`config.mk`:
```
export PLATFORM = sky130hd
export DESIGN_NAME = bus_split_unit
export DESIGN_NICKNAME = d
export VERILOG_FILES = /design/src/rtl/bsu_pkg.sv /design/src/rtl/bsu_addr_gen.sv /design/src/rtl/bsu_lane_steer.sv /design/src/rtl/bsu_seq.sv /design/src/rtl/bus_split_unit.sv
export SDC_FILE = /design/constraint.sdc
export NUM_CORES = 1
export LEC_CHECK = 0
export ABC_CLOCK_PERIOD_IN_PS = 2250
export BUFFER_PORTS_ARGS = -buffer_cell sky130_fd_sc_hd__buf_2
export CAP_MARGIN = 20
export CELL_PAD_IN_SITES_DETAIL_PLACEMENT = 1
export CELL_PAD_IN_SITES_GLOBAL_PLACEMENT = 2
export CORE_AREA = 4 4 119 121
export CTS_BUF_LIST = sky130_fd_sc_hd__clkbuf_8
export DETAILED_ROUTE_END_ITERATION = 8
export DIE_AREA = 0 0 123 125
export PLACE_DENSITY_LB_ADDON = 0.05
export SLEW_MARGIN = 10
export SYNTH_ARGS = -nofsm -noshare
export SYNTH_HDL_FRONTEND = slang
export SYNTH_SLANG_ARGS = --single-unit
```
`constraint.sdc`:
```
create_clock -name clk -period 2.25 [get_ports clk]
set_input_delay 0.1125 -clock clk [delete_from_list [all_inputs] [get_ports clk]]
set_output_delay 0.1125 -clock clk [all_outputs]
set_load 0.005 [all_outputs]
```
`src/rtl/bsu_pkg.sv`:
```
package bsu_pkg;

    typedef enum logic [2:0] {
        ST_IDLE,
        ST_ADDR_A,
        ST_WAIT_A,
        ST_ADDR_B,
        ST_WAIT_B
    } bsu_state_e;

    typedef struct packed {
        logic write;
        logic word;
        logic io;
        logic cop;
        logic data;
    } bsu_flags_t;

endpackage

```
`src/rtl/bsu_addr_gen.sv`:
```
module bsu_addr_gen #(
    parameter int ADDR_W = 24,
    parameter int IO_W   = 16,
    parameter logic [ADDR_W-1:0] COP_BASE = 'h8000F8
) (
    input  logic [ADDR_W-1:0] addr,
    input  logic              io,
    input  logic              cop,
    input  logic              word,
    output logic [ADDR_W-2:0] wa_first,
    output logic [ADDR_W-2:0] wa_second,
    output logic [1:0]        en_first_n,
    output logic [1:0]        en_second_n,
    output logic              odd,
    output logic              split
);
    localparam int WA_W    = ADDR_W - 1;
    localparam int IO_WA_W = IO_W - 1;

    logic [ADDR_W-1:0] eff;
    logic [WA_W-1:0]   inc;

    // effective byte address per space
    always_comb begin
        if (cop) begin
            eff = COP_BASE | {{(ADDR_W-3){1'b0}}, addr[2:0]};
        end else if (io) begin
            eff = {{(ADDR_W-IO_W){1'b0}}, addr[IO_W-1:0]};
        end else begin
            eff = addr;
        end
    end

    assign wa_first = eff[ADDR_W-1:1];
    assign odd      = eff[0];
    assign split    = word & eff[0];
    assign inc      = wa_first + {{(WA_W-1){1'b0}}, 1'b1};

    // second half wraps inside the request's own space
    always_comb begin
        if (io && !cop) begin
            wa_second = {{(WA_W-IO_WA_W){1'b0}}, inc[IO_WA_W-1:0]};
        end else begin
            wa_second = inc;
        end
    end

    // enables as {high_n, low_n}
    always_comb begin
        if (word && !eff[0]) begin
            en_first_n = 2'b00;
        end else if (eff[0]) begin
            en_first_n = 2'b01;
        end else begin
            en_first_n = 2'b10;
        end
        en_second_n = 2'b10;
    end

endmodule

```
`src/rtl/bsu_lane_steer.sv`:
```
module bsu_lane_steer #(
    parameter int DATA_W = 16
) (
    input  logic                write,
    input  logic                word,
    input  logic                odd,
    input  logic                second,
    input  logic [DATA_W-1:0]   wdata,
    input  logic [DATA_W-1:0]   din,
    input  logic [DATA_W/2-1:0] held_byte,
    output logic [DATA_W-1:0]   dout,
    output logic [DATA_W-1:0]   rd_word
);
    localparam int BYTE_W = DATA_W / 2;

    logic [BYTE_W-1:0] zero_b;
    logic [BYTE_W-1:0] w_lo;
    logic [BYTE_W-1:0] w_hi;
    logic [BYTE_W-1:0] d_lo;
    logic [BYTE_W-1:0] d_hi;

    assign zero_b = '0;
    assign w_lo   = wdata[BYTE_W-1:0];
    assign w_hi   = wdata[DATA_W-1:BYTE_W];
    assign d_lo   = din[BYTE_W-1:0];
    assign d_hi   = din[DATA_W-1:BYTE_W];

    // write steering
    always_comb begin
        if (!write) begin
            dout = '0;
        end else if (word && !odd) begin
            dout = wdata;
        end else if (word) begin
            dout = second ? {zero_b, w_hi} : {w_lo, zero_b};
        end else begin
            dout = odd ? {w_lo, zero_b} : {zero_b, w_lo};
        end
    end

    // read reassembly
    always_comb begin
        if (word && !odd) begin
            rd_word = din;
        end else if (word) begin
            rd_word = {d_lo, held_byte};
        end else begin
            rd_word = {zero_b, odd ? d_hi : d_lo};
        end
    end

endmodule

```
`src/rtl/bsu_seq.sv`:
```
module bsu_seq
    import bsu_pkg::*;
#(
    parameter int DATA_W = 16
) (
    input  logic                clk,
    input  logic                rst_n,
    input  logic                req_valid,
    input  logic                rdy_n,
    input  logic                split,
    input  logic                is_write,
    input  logic [DATA_W-1:0]   rd_word,
    input  logic [DATA_W/2-1:0] din_hi,
    output logic                req_ready,
    output logic                take,
    output logic                ads_n,
    output logic                in_cycle,
    output logic                second,
    output logic                rsp_valid,
    output logic [DATA_W-1:0]   rsp_rdata,
    output logic [DATA_W/2-1:0] held_byte
);
    bsu_state_e state_q;
    bsu_state_e state_d;
    logic       done;
    logic       hold_lo;

    always_comb begin
        state_d = state_q;
        unique case (state_q)
            ST_IDLE:   if (req_valid) state_d = ST_ADDR_A;
            ST_ADDR_A: state_d = ST_WAIT_A;
            ST_WAIT_A: if (!rdy_n) state_d = split ? ST_ADDR_B : ST_IDLE;
            ST_ADDR_B: state_d = ST_WAIT_B;
            ST_WAIT_B: if (!rdy_n) state_d = ST_IDLE;
            default:   state_d = ST_IDLE;
        endcase
    end

    always_ff @(posedge clk or negedge rst_n) begin
        if (!rst_n) begin
            state_q <= ST_IDLE;
        end else begin
            state_q <= state_d;
        end
    end

    // decoded outputs
    always_comb begin
        req_ready = (state_q == ST_IDLE);
        take      = req_ready && req_valid;
        ads_n     = !((state_q == ST_ADDR_A) || (state_q == ST_ADDR_B));
        in_cycle  = (state_q != ST_IDLE);
        second    = (state_q == ST_ADDR_B) || (state_q == ST_WAIT_B);
        done      = !rdy_n && (((state_q == ST_WAIT_A) && !split) || (state_q == ST_WAIT_B));
        hold_lo   = !rdy_n && (state_q == ST_WAIT_A) && split;
    end

    always_ff @(posedge clk or negedge rst_n) begin
        if (!rst_n) begin
            rsp_valid <= 1'b0;
            rsp_rdata <= '0;
            held_byte <= '0;
        end else begin
            rsp_valid <= done;
            if (done) begin
                rsp_rdata <= is_write ? '0 : rd_word;
            end
            if (hold_lo) begin
                held_byte <= din_hi;
            end
        end
    end

endmodule

```
`src/rtl/bus_split_unit.sv`:
```
module bus_split_unit
    import bsu_pkg::*;
#(
    parameter int ADDR_W = 24,
    parameter int IO_W   = 16,
    parameter int DATA_W = 16,
    parameter logic [ADDR_W-1:0] COP_BASE = 'h8000F8
) (
    input  logic              clk,
    input  logic              rst_n,
    input  logic              req_valid,
    output logic              req_ready,
    input  logic              req_write,
    input  logic              req_word,
    input  logic              req_io,
    input  logic              req_cop,
    input  logic              req_data,
    input  logic [ADDR_W-1:0] req_addr,
    input  logic [DATA_W-1:0] req_wdata,
    output logic              rsp_valid,
    output logic [DATA_W-1:0] rsp_rdata,
    output logic [ADDR_W-2:0] bus_addr,
    output logic              bus_ble_n,
    output logic              bus_bhe_n,
    output logic              bus_mio,
    output logic              bus_wr,
    output logic              bus_dc,
    output logic              bus_ads_n,
    output logic [DATA_W-1:0] bus_dout,
    input  logic [DATA_W-1:0] bus_din,
    input  logic              bus_rdy_n
);
    localparam int WA_W   = ADDR_W - 1;
    localparam int BYTE_W = DATA_W / 2;

    bsu_flags_t        flags_q;
    logic [ADDR_W-1:0] addr_q;
    logic [DATA_W-1:0] wdata_q;

    logic [WA_W-1:0]   wa_first;
    logic [WA_W-1:0]   wa_second;
    logic [1:0]        en_first_n;
    logic [1:0]        en_second_n;
    logic              odd;
    logic              split;
    logic              take;
    logic              in_cycle;
    logic              second;
    logic              ads_n;
    logic [DATA_W-1:0] lane_dout;
    logic [DATA_W-1:0] rd_word;
    logic [BYTE_W-1:0] held_byte;

    always_ff @(posedge clk or negedge rst_n) begin
        if (!rst_n) begin
            flags_q <= '0;
            addr_q  <= '0;
            wdata_q <= '0;
        end else if (take) begin
            flags_q <= '{write: req_write, word: req_word, io: req_io | req_cop,
                         cop: req_cop, data: req_data};
            addr_q  <= req_addr;
            wdata_q <= req_wdata;
        end
    end

    bsu_addr_gen #(
        .ADDR_W   (ADDR_W),
        .IO_W     (IO_W),
        .COP_BASE (COP_BASE)
    ) u_addr (
        .addr        (addr_q),
        .io          (flags_q.io),
        .cop         (flags_q.cop),
        .word        (flags_q.word),
        .wa_first    (wa_first),
        .wa_second   (wa_second),
        .en_first_n  (en_first_n),
        .en_second_n (en_second_n),
        .odd         (odd),
        .split       (split)
    );

    bsu_seq #(
        .DATA_W (DATA_W)
    ) u_seq (
        .clk       (clk),
        .rst_n     (rst_n),
        .req_valid (req_valid),
        .rdy_n     (bus_rdy_n),
        .split     (split),
        .is_write  (flags_q.write),
        .rd_word   (rd_word),
        .din_hi    (bus_din[DATA_W-1:BYTE_W]),
        .req_ready (req_ready),
        .take      (take),
        .ads_n     (ads_n),
        .in_cycle  (in_cycle),
        .second    (second),
        .rsp_valid (rsp_valid),
        .rsp_rdata (rsp_rdata),
        .held_byte (held_byte)
    );

    bsu_lane_steer #(
        .DATA_W (DATA_W)
    ) u_lane (
        .write     (flags_q.write),
        .word      (flags_q.word),
        .odd       (odd),
        .second    (second),
        .wdata     (wdata_q),
        .din       (bus_din),
        .held_byte (held_byte),
        .dout      (lane_dout),
        .rd_word   (rd_word)
    );

    // bus pins: cycle fields while active, idle levels otherwise
    always_comb begin
        bus_ads_n = ads_n;
        if (in_cycle) begin
            bus_addr  = second ? wa_second : wa_first;
            {bus_bhe_n, bus_ble_n} = second ? en_second_n : en_first_n;
            bus_mio   = !flags_q.io;
            bus_wr    = flags_q.write;
            bus_dc    = flags_q.data;
            bus_dout  = lane_dout;
        end else begin
            bus_addr  = '0;
            bus_bhe_n = 1'b1;
            bus_ble_n = 1'b1;
            bus_mio   = 1'b0;
            bus_wr    = 1'b0;
            bus_dc    = 1'b0;
            bus_dout  = '0;
        end
    end

endmodule

```
# Word level (Yosys, flattened, before mapping)
# Index checks and enable logic that the tools add are counted.
[word_totals] ff_bits=73 inputBits=65 output_inout_bits=63 elab_cells=68
[classes] add_sub_neg=1 n_eq_ne=7 mux=28 bitwise=2 n_reduce_logical=19
[ops] operator="two-way mux 16 bit" n=9
[ops] operator="two-way mux 23 bit" n=3
[ops] operator="two-way mux 24 bit" n=2
[ops] operator="adder 23 x 1 -> 23 bit, second input constant" n=1
[ops] operator="case mux 3 bit (5 select lines)" n=1
[ops] operator="two-way mux 3 bit" n=3
[ops] operator="two-way mux 2 bit" n=4
[ops] operator="two-way mux 8 bit" n=1
[ops] operator="logical AND 1 bit" n=7
[ops] operator="== test 3 x 2 -> 1 bit, second input constant" n=2
[ops] operator="logical NOT 1 bit" n=6
[ops] operator="!= test 2 bit, second input constant" n=3
[ops] operator="two-way mux 1 bit" n=5
[ops] operator="== test 3 x 1 -> 1 bit, second input constant" n=1
[ops] operator="== test 3 bit, second input constant" n=1
[ops] operator="logical NOT 3 bit" n=1
[ops] operator="logical OR 1 bit" n=3
[ops] operator="AND reduction 3 bit" n=1
[ops] operator="nonzero test 3 bit" n=1
[ops] operator="bitwise AND 1 bit" n=1
[ops] operator="OR 1 bit" n=1

# Logic depth before layout (Yosys ltp)
[logic_depth] depth_word=7 depth_mapped=8 depth_no_buf=6

# Hierarchy
# Synthesis repeated with hierarchy kept, for this count alone.
[unflattened] hier_cells=496 hier_area_um2=5260.0
[by_module_without_submodules] module="bus_split_unit" instances=1 cells_per_inst=173 area_each_um2=2444.8 seq_area_each_um2=1126.1
[by_module_without_submodules] module="bsu_seq" instances=1 cells_per_inst=126 area_each_um2=1435.1 seq_area_each_um2=700.7
[by_module_without_submodules] module="bsu_addr_gen" instances=1 cells_per_inst=104 area_each_um2=718.2 seq_area_each_um2=0.0
[by_module_without_submodules] module="bsu_lane_steer" instances=1 cells_per_inst=93 area_each_um2=661.9 seq_area_each_um2=0.0

# Worst setup path before layout
# Ideal clock, no wire load.
[synth_path] path_kind="flip-flop to output port" start="register flags_q[1] (netlist bit)" end="output port bus_addr[22]" arrival_ps=1735 t_required_ps=2138 path_slack_ps=402 stages_incl_launch_ff=8 n_path_buf=2 path_cell_list="dfrtp_1 buf_6 nand4b_4 or3_1 buf_6 nor4_2 xor2_1 a22o_1"
[synth_between] elab_chain_len=5 elab_cells_between_ends=7 cone_classes="add/sub: 1; mux: 4; reduce/logical: 2"
[synth_rtl] item="from (decl)" line="bus_split_unit.sv:36" source="bsu_flags_t flags_q;"
[synth_rtl] item="from (signal assigned)" line="bus_split_unit.sv:60" source="flags_q <= '{write: req_write, word: req_word, io: req_io | req_cop,"
[synth_rtl] item="two-way mux 24 bit or logical NOT 1 bit (tied branches)" line="bsu_addr_gen.sv:25, bsu_addr_gen.sv:41"
[synth_rtl] item="adder 23 x 1 -> 23 bit or logical AND 1 bit (tied branches)" line="bsu_addr_gen.sv:37, bsu_addr_gen.sv:41"
[synth_rtl] item="two-way mux 23 bit" line="bsu_addr_gen.sv:41" source="if (io && !cop) begin"
[synth_rtl] item="two-way mux 23 bit *" line="bus_split_unit.sv:123" source="bus_addr = second ? wa_second : wa_first;"
[synth_rtl] item="two-way mux 23 bit *" line="bus_split_unit.sv:122" source="if (in_cycle) begin"
[synth_rtl] item="to (decl)" line="bus_split_unit.sv:22" source="output logic [ADDR_W-2:0] bus_addr,"
# Mark *: on every way between the ends. The rest lies on a longest branch, timed or not.

# Worst setup path after layout
[layout_path] start="register addr_q[1]" end="output port bus_addr[16]"
[layout_between] elab_chain_len=6
[layout_rtl] item="from (decl)" line="bus_split_unit.sv:37" source="logic [ADDR_W-1:0] addr_q;"
[layout_rtl] item="from (signal assigned)" line="bus_split_unit.sv:62" source="addr_q <= req_addr;"
[layout_rtl] item="two-way mux 24 bit" line="bsu_addr_gen.sv:27" source="end else if (io) begin"
[layout_rtl] item="two-way mux 24 bit *" line="bsu_addr_gen.sv:25" source="if (cop) begin"
[layout_rtl] item="adder 23 x 1 -> 23 bit *" line="bsu_addr_gen.sv:37" source="assign inc = wa_first + {{(WA_W-1){1'b0}}, 1'b1};"
[layout_rtl] item="two-way mux 23 bit *" line="bsu_addr_gen.sv:41"
[layout_rtl] item="two-way mux 23 bit *" line="bus_split_unit.sv:123"
[layout_rtl] item="two-way mux 23 bit *" line="bus_split_unit.sv:122"
# Marked as above.

==> run_results.csv <==
group,metric,value,unit
worst_setup_path,r2r_start,"u_seq.state_q[2]$_DFFE_PN0P_",
synthesis,yosys_warnings,0,
power_and_ir_drop,ir_worst_vdd,536.8,uV
sta,rsz0062_at_grt,"true",
worst_setup_path,cp.required,2.14,ns
power_and_ir_drop,fin_total_pwr,8.086,mW
route,viasPerCell,4.862,
floorplanning,rows,42,
synthesis,ys_top_cells_by_area,"dfrtp_1 (44%), mux2_2 (14%), mux2i_1 (4.4%)",
floorplanning,die_x,123,um
placed_design,hpwl,8838,um
synthesis,ys_seq_area_frac,0.4444,
sta,min_period,2.321,ns
synthesis,synthDistinctLibCells,52,
worst_setup_path,crit_fanout,7,
final_layout,final_cell_mix,"buf_2 (126), dfrtp_1 (65), dlygate4sd3_1 (53), mux2_2 (51), nand2_1 (46)",
sta,fin_ws,-0.07145,ns
clocking,h-tree-depth,3,
placed_design,gp_congestion,0.7932,
final_layout,mostFrequentLayoutCell,"buf_2",
route,top_layer,"met5",
worst_setup_path,cp_data_arrival_time,2.21,ns
synthesis,synth_top_flop_cell,"dfrtp_1",
synthesis,synth-edff-count,0,
clocking,cts.sink_count,73,
synthesis,synth_top_area_frac,0.4444,
route,wl_met1,5493,um
power_and_ir_drop,leakage,2.972,nW
sta,finalMaxSlewViolations,0,
floorplanning,initial_core_util,0.3141,
route,wl_per_cell,16.78,um
worst_hold_path,hold_start,"bus_rdy_n",
clocking,clkSlewWorstSetupHoldPaths,0.08,ns
final_layout,syn2layout_area_growth,53.09,%
route,wl,13650,um
worst_hold_path,hold_class,"in2reg",
clocking,clock_path_buffers,2,
route,vias,3953,
grt,grt_antenna_before_repair,1,
power_and_ir_drop,p_per_area,1285,nW/um^2
worst_hold_path,holdPathEnd,"u_seq.state_q[2]$_DFFE_PN0P_",
clocking,clk_latency,0.38,ns
sta,fin_skew,0.007148,ns
final_layout,postLayoutCellArea,6292,um^2
synthesis,netlist_area,4110,um^2
synthesis,syn_avg_cell_area,9.976,um^2
clocking,cts_tree,"built",
route,met3_wirelength,652,um
floorplanning,io_pins,128,
sta,worstMarginPinSlew,1.023,ns
synthesis,async_flop_share,1.000,
final_layout,final_cells,813,
sta,period_share,1.032,
worst_setup_path,r2r_slack,0.34,ns
worst_setup_path,timing.rr.end,"u_seq.rsp_rdata[10]$_DFFE_PN0P_",
run_status,status,"complete, but fails checks",
route,antenna_left,0,
floorplanning,die_y,125,um
final_layout,drive_gt1_frac,0.4725,
route,wl_met2,7257,um
route,drcViolationCount,0,
grt,grt_pass1_vias,4257,
clocking,cts-root-buf,"clkbuf_8",
floorplanning,die_area,15380,um^2
grt,grt_max_degree,74,
synthesis,synth_cells,412,
sta,setup-tns-final,-0.1812,ns
synthesis,synth_nets,478,
sta,hold_violations,0,
route,drtPass1Iterations,4,
sta,slew_headroom,0.3180,
placed_design,dp.cells,707,
synthesis,synth_top_cell_by_area,"dfrtp_1",
worst_setup_path,end_kind,"output port",
grt,grt_pass1_wl,21890,um
floorplanning,design.core.area,13090,um^2
sta,setup_violations,7,
synthesis,ys_ff_latch,73,
final_layout,n_antenna_cell,0,
final_layout,nNetsFinal,698,
worst_setup_path,path_class,"reg2out",
placed_design,dpl_cell_area,5002,um^2
final_layout,fillers,1487,
run_status,violations,"negative setup slack",
grt,grt-ovfl-total,0,
grt,grt_use_total,0.1820,
route,drtIter0Drc,101,
clocking,cts-buffers-inserted,9,
worst_setup_path,startpoint_type,"flip-flop",
worst_hold_path,hold_depth,2,
sta,fmaxAchievable,0.4308,GHz
run,cap_violations,0,
worst_setup_path,rr_worst_depth,4,
placed_design,io_buffer_count,127,
[layer usage]
metal / vias up / global-route usage
met5: - / 0
met4: 2 / 0.05928
met3: 18 / 0.04426
met2: 79 / 0.3287
met1: 1950 / 0.2083
li1: 1904 / -
[synth_stat cells (5+ instances only)]
cell type	number
nor4_1	6
buf_2	6
o31ai_1	16
nand2_1	48
xor2_1	5
xnor2_1	7
buf_1	5
mux2_2	51
clkbuf_1	10
mux2i_1	18
o21ai_0	15
nor2_1	44
dfrtp_1	73
a22oi_1	8
nor2b_1	11
nand3_1	7
a21oi_1	18
inv_1	6
nor3_1	9
[cell families after synthesis]
logic type	count (synthesis)	share of synthesized area
AND/OR/NAND/NOR	153	0.1887
flip-flops	73	0.4444
multiplexers	70	0.1872
XOR/XNOR	12	0.02557
buffers and inverters	32	0.03957
adder cells (fa/ha/maj)	1	0.003044
AO/OA/AOI/OAI	71	0.1114
[worst max-delay path by stage]
stage,slack [ns],endpoint,start,cells after the start
final,-0.07,bus_addr[16],addr_q[1]$_DFFE_PN0P_,7
after detailed placement,0.12,bus_addr[16],addr_q[4]$_DFFE_PN0P_,6
after global routing,-0.19,bus_addr[16],addr_q[1]$_DFFE_PN0P_,7
after floorplan,0.40,bus_addr[22],flags_q[1]$_DFFE_PN0P_,7
after CTS,-0.08,bus_addr[16],addr_q[1]$_DFFE_PN0P_,7
after global placement,0.15,bus_addr[16],flags_q[1]$_DFFE_PN0P_,7
[where the power goes]
part           total [mW]  internal [mW]  switching, mW  leakage (nW)
Sequential           2.51           1.93          0.582         0.885
Combinational        4.47           2.28           2.19          1.98
Clock                1.11          0.546          0.559         0.104
Total                8.09           4.75           3.33          2.97
[worst max-delay path, cell delays in order, from the launching register on]
cell	delay (ns)
dfrtp_1	0.41
ha_2	0.21
nand4_1	0.09
or3_4	0.39
nand3b_4	0.18
mux2_4	0.31
nor3_4	0.11
buf_2	0.13
[flip-flops by register name, indices dropped and copies added, names as in the netlist]
register	count
flags_q	5
u_seq.held_byte	8
wdata_q	16
u_seq.rsp_valid	1
u_seq.rsp_rdata	16
addr_q	24
u_seq.state_q	3
[per-stage QoR]
stage / hold slack, ns / util / setup slack, ns
final: 0.01499 / 0.4809 / -0.07145
after global routing: 0.01796 / 0.4809 / -0.1868
after CTS: 0.002257 / 0.4593 / -0.07564
after detailed placement: 0.1716 / 0.3823 / 0.1217
after floorplan: -0.1831 / - / 0.4021
after global placement: 0.1684 / 0.3823 / 0.1452
[final cells by class]
type / count / area [um^2] / share of cell area
Clock buffer: 10 / 137.6 / 0.02187
Tap cell: 176 / 220.2 / 0.03500
Timing Repair Buffer: 235 / 1665 / 0.2647
Multi-Input combinational cell: 307 / 2342 / 0.3722
Sequential cell: 73 / 1837 / 0.2919
Clock inverter: 6 / 67.56 / 0.01074
Inverter: 6 / 22.52 / 0.003579
[timing repair]
action | 4_1_cts | 5_1_grt
pin swaps | 5 | 22
hold endpoints to repair | 125 | 0
resized for setup | 31 | 32
hold buffers | 53 | 0
setup endpoints to repair | 35 | 35
gates cloned | 0 | 0
buffers inserted | 18 | 19
(Power assumes the default switching activity.)
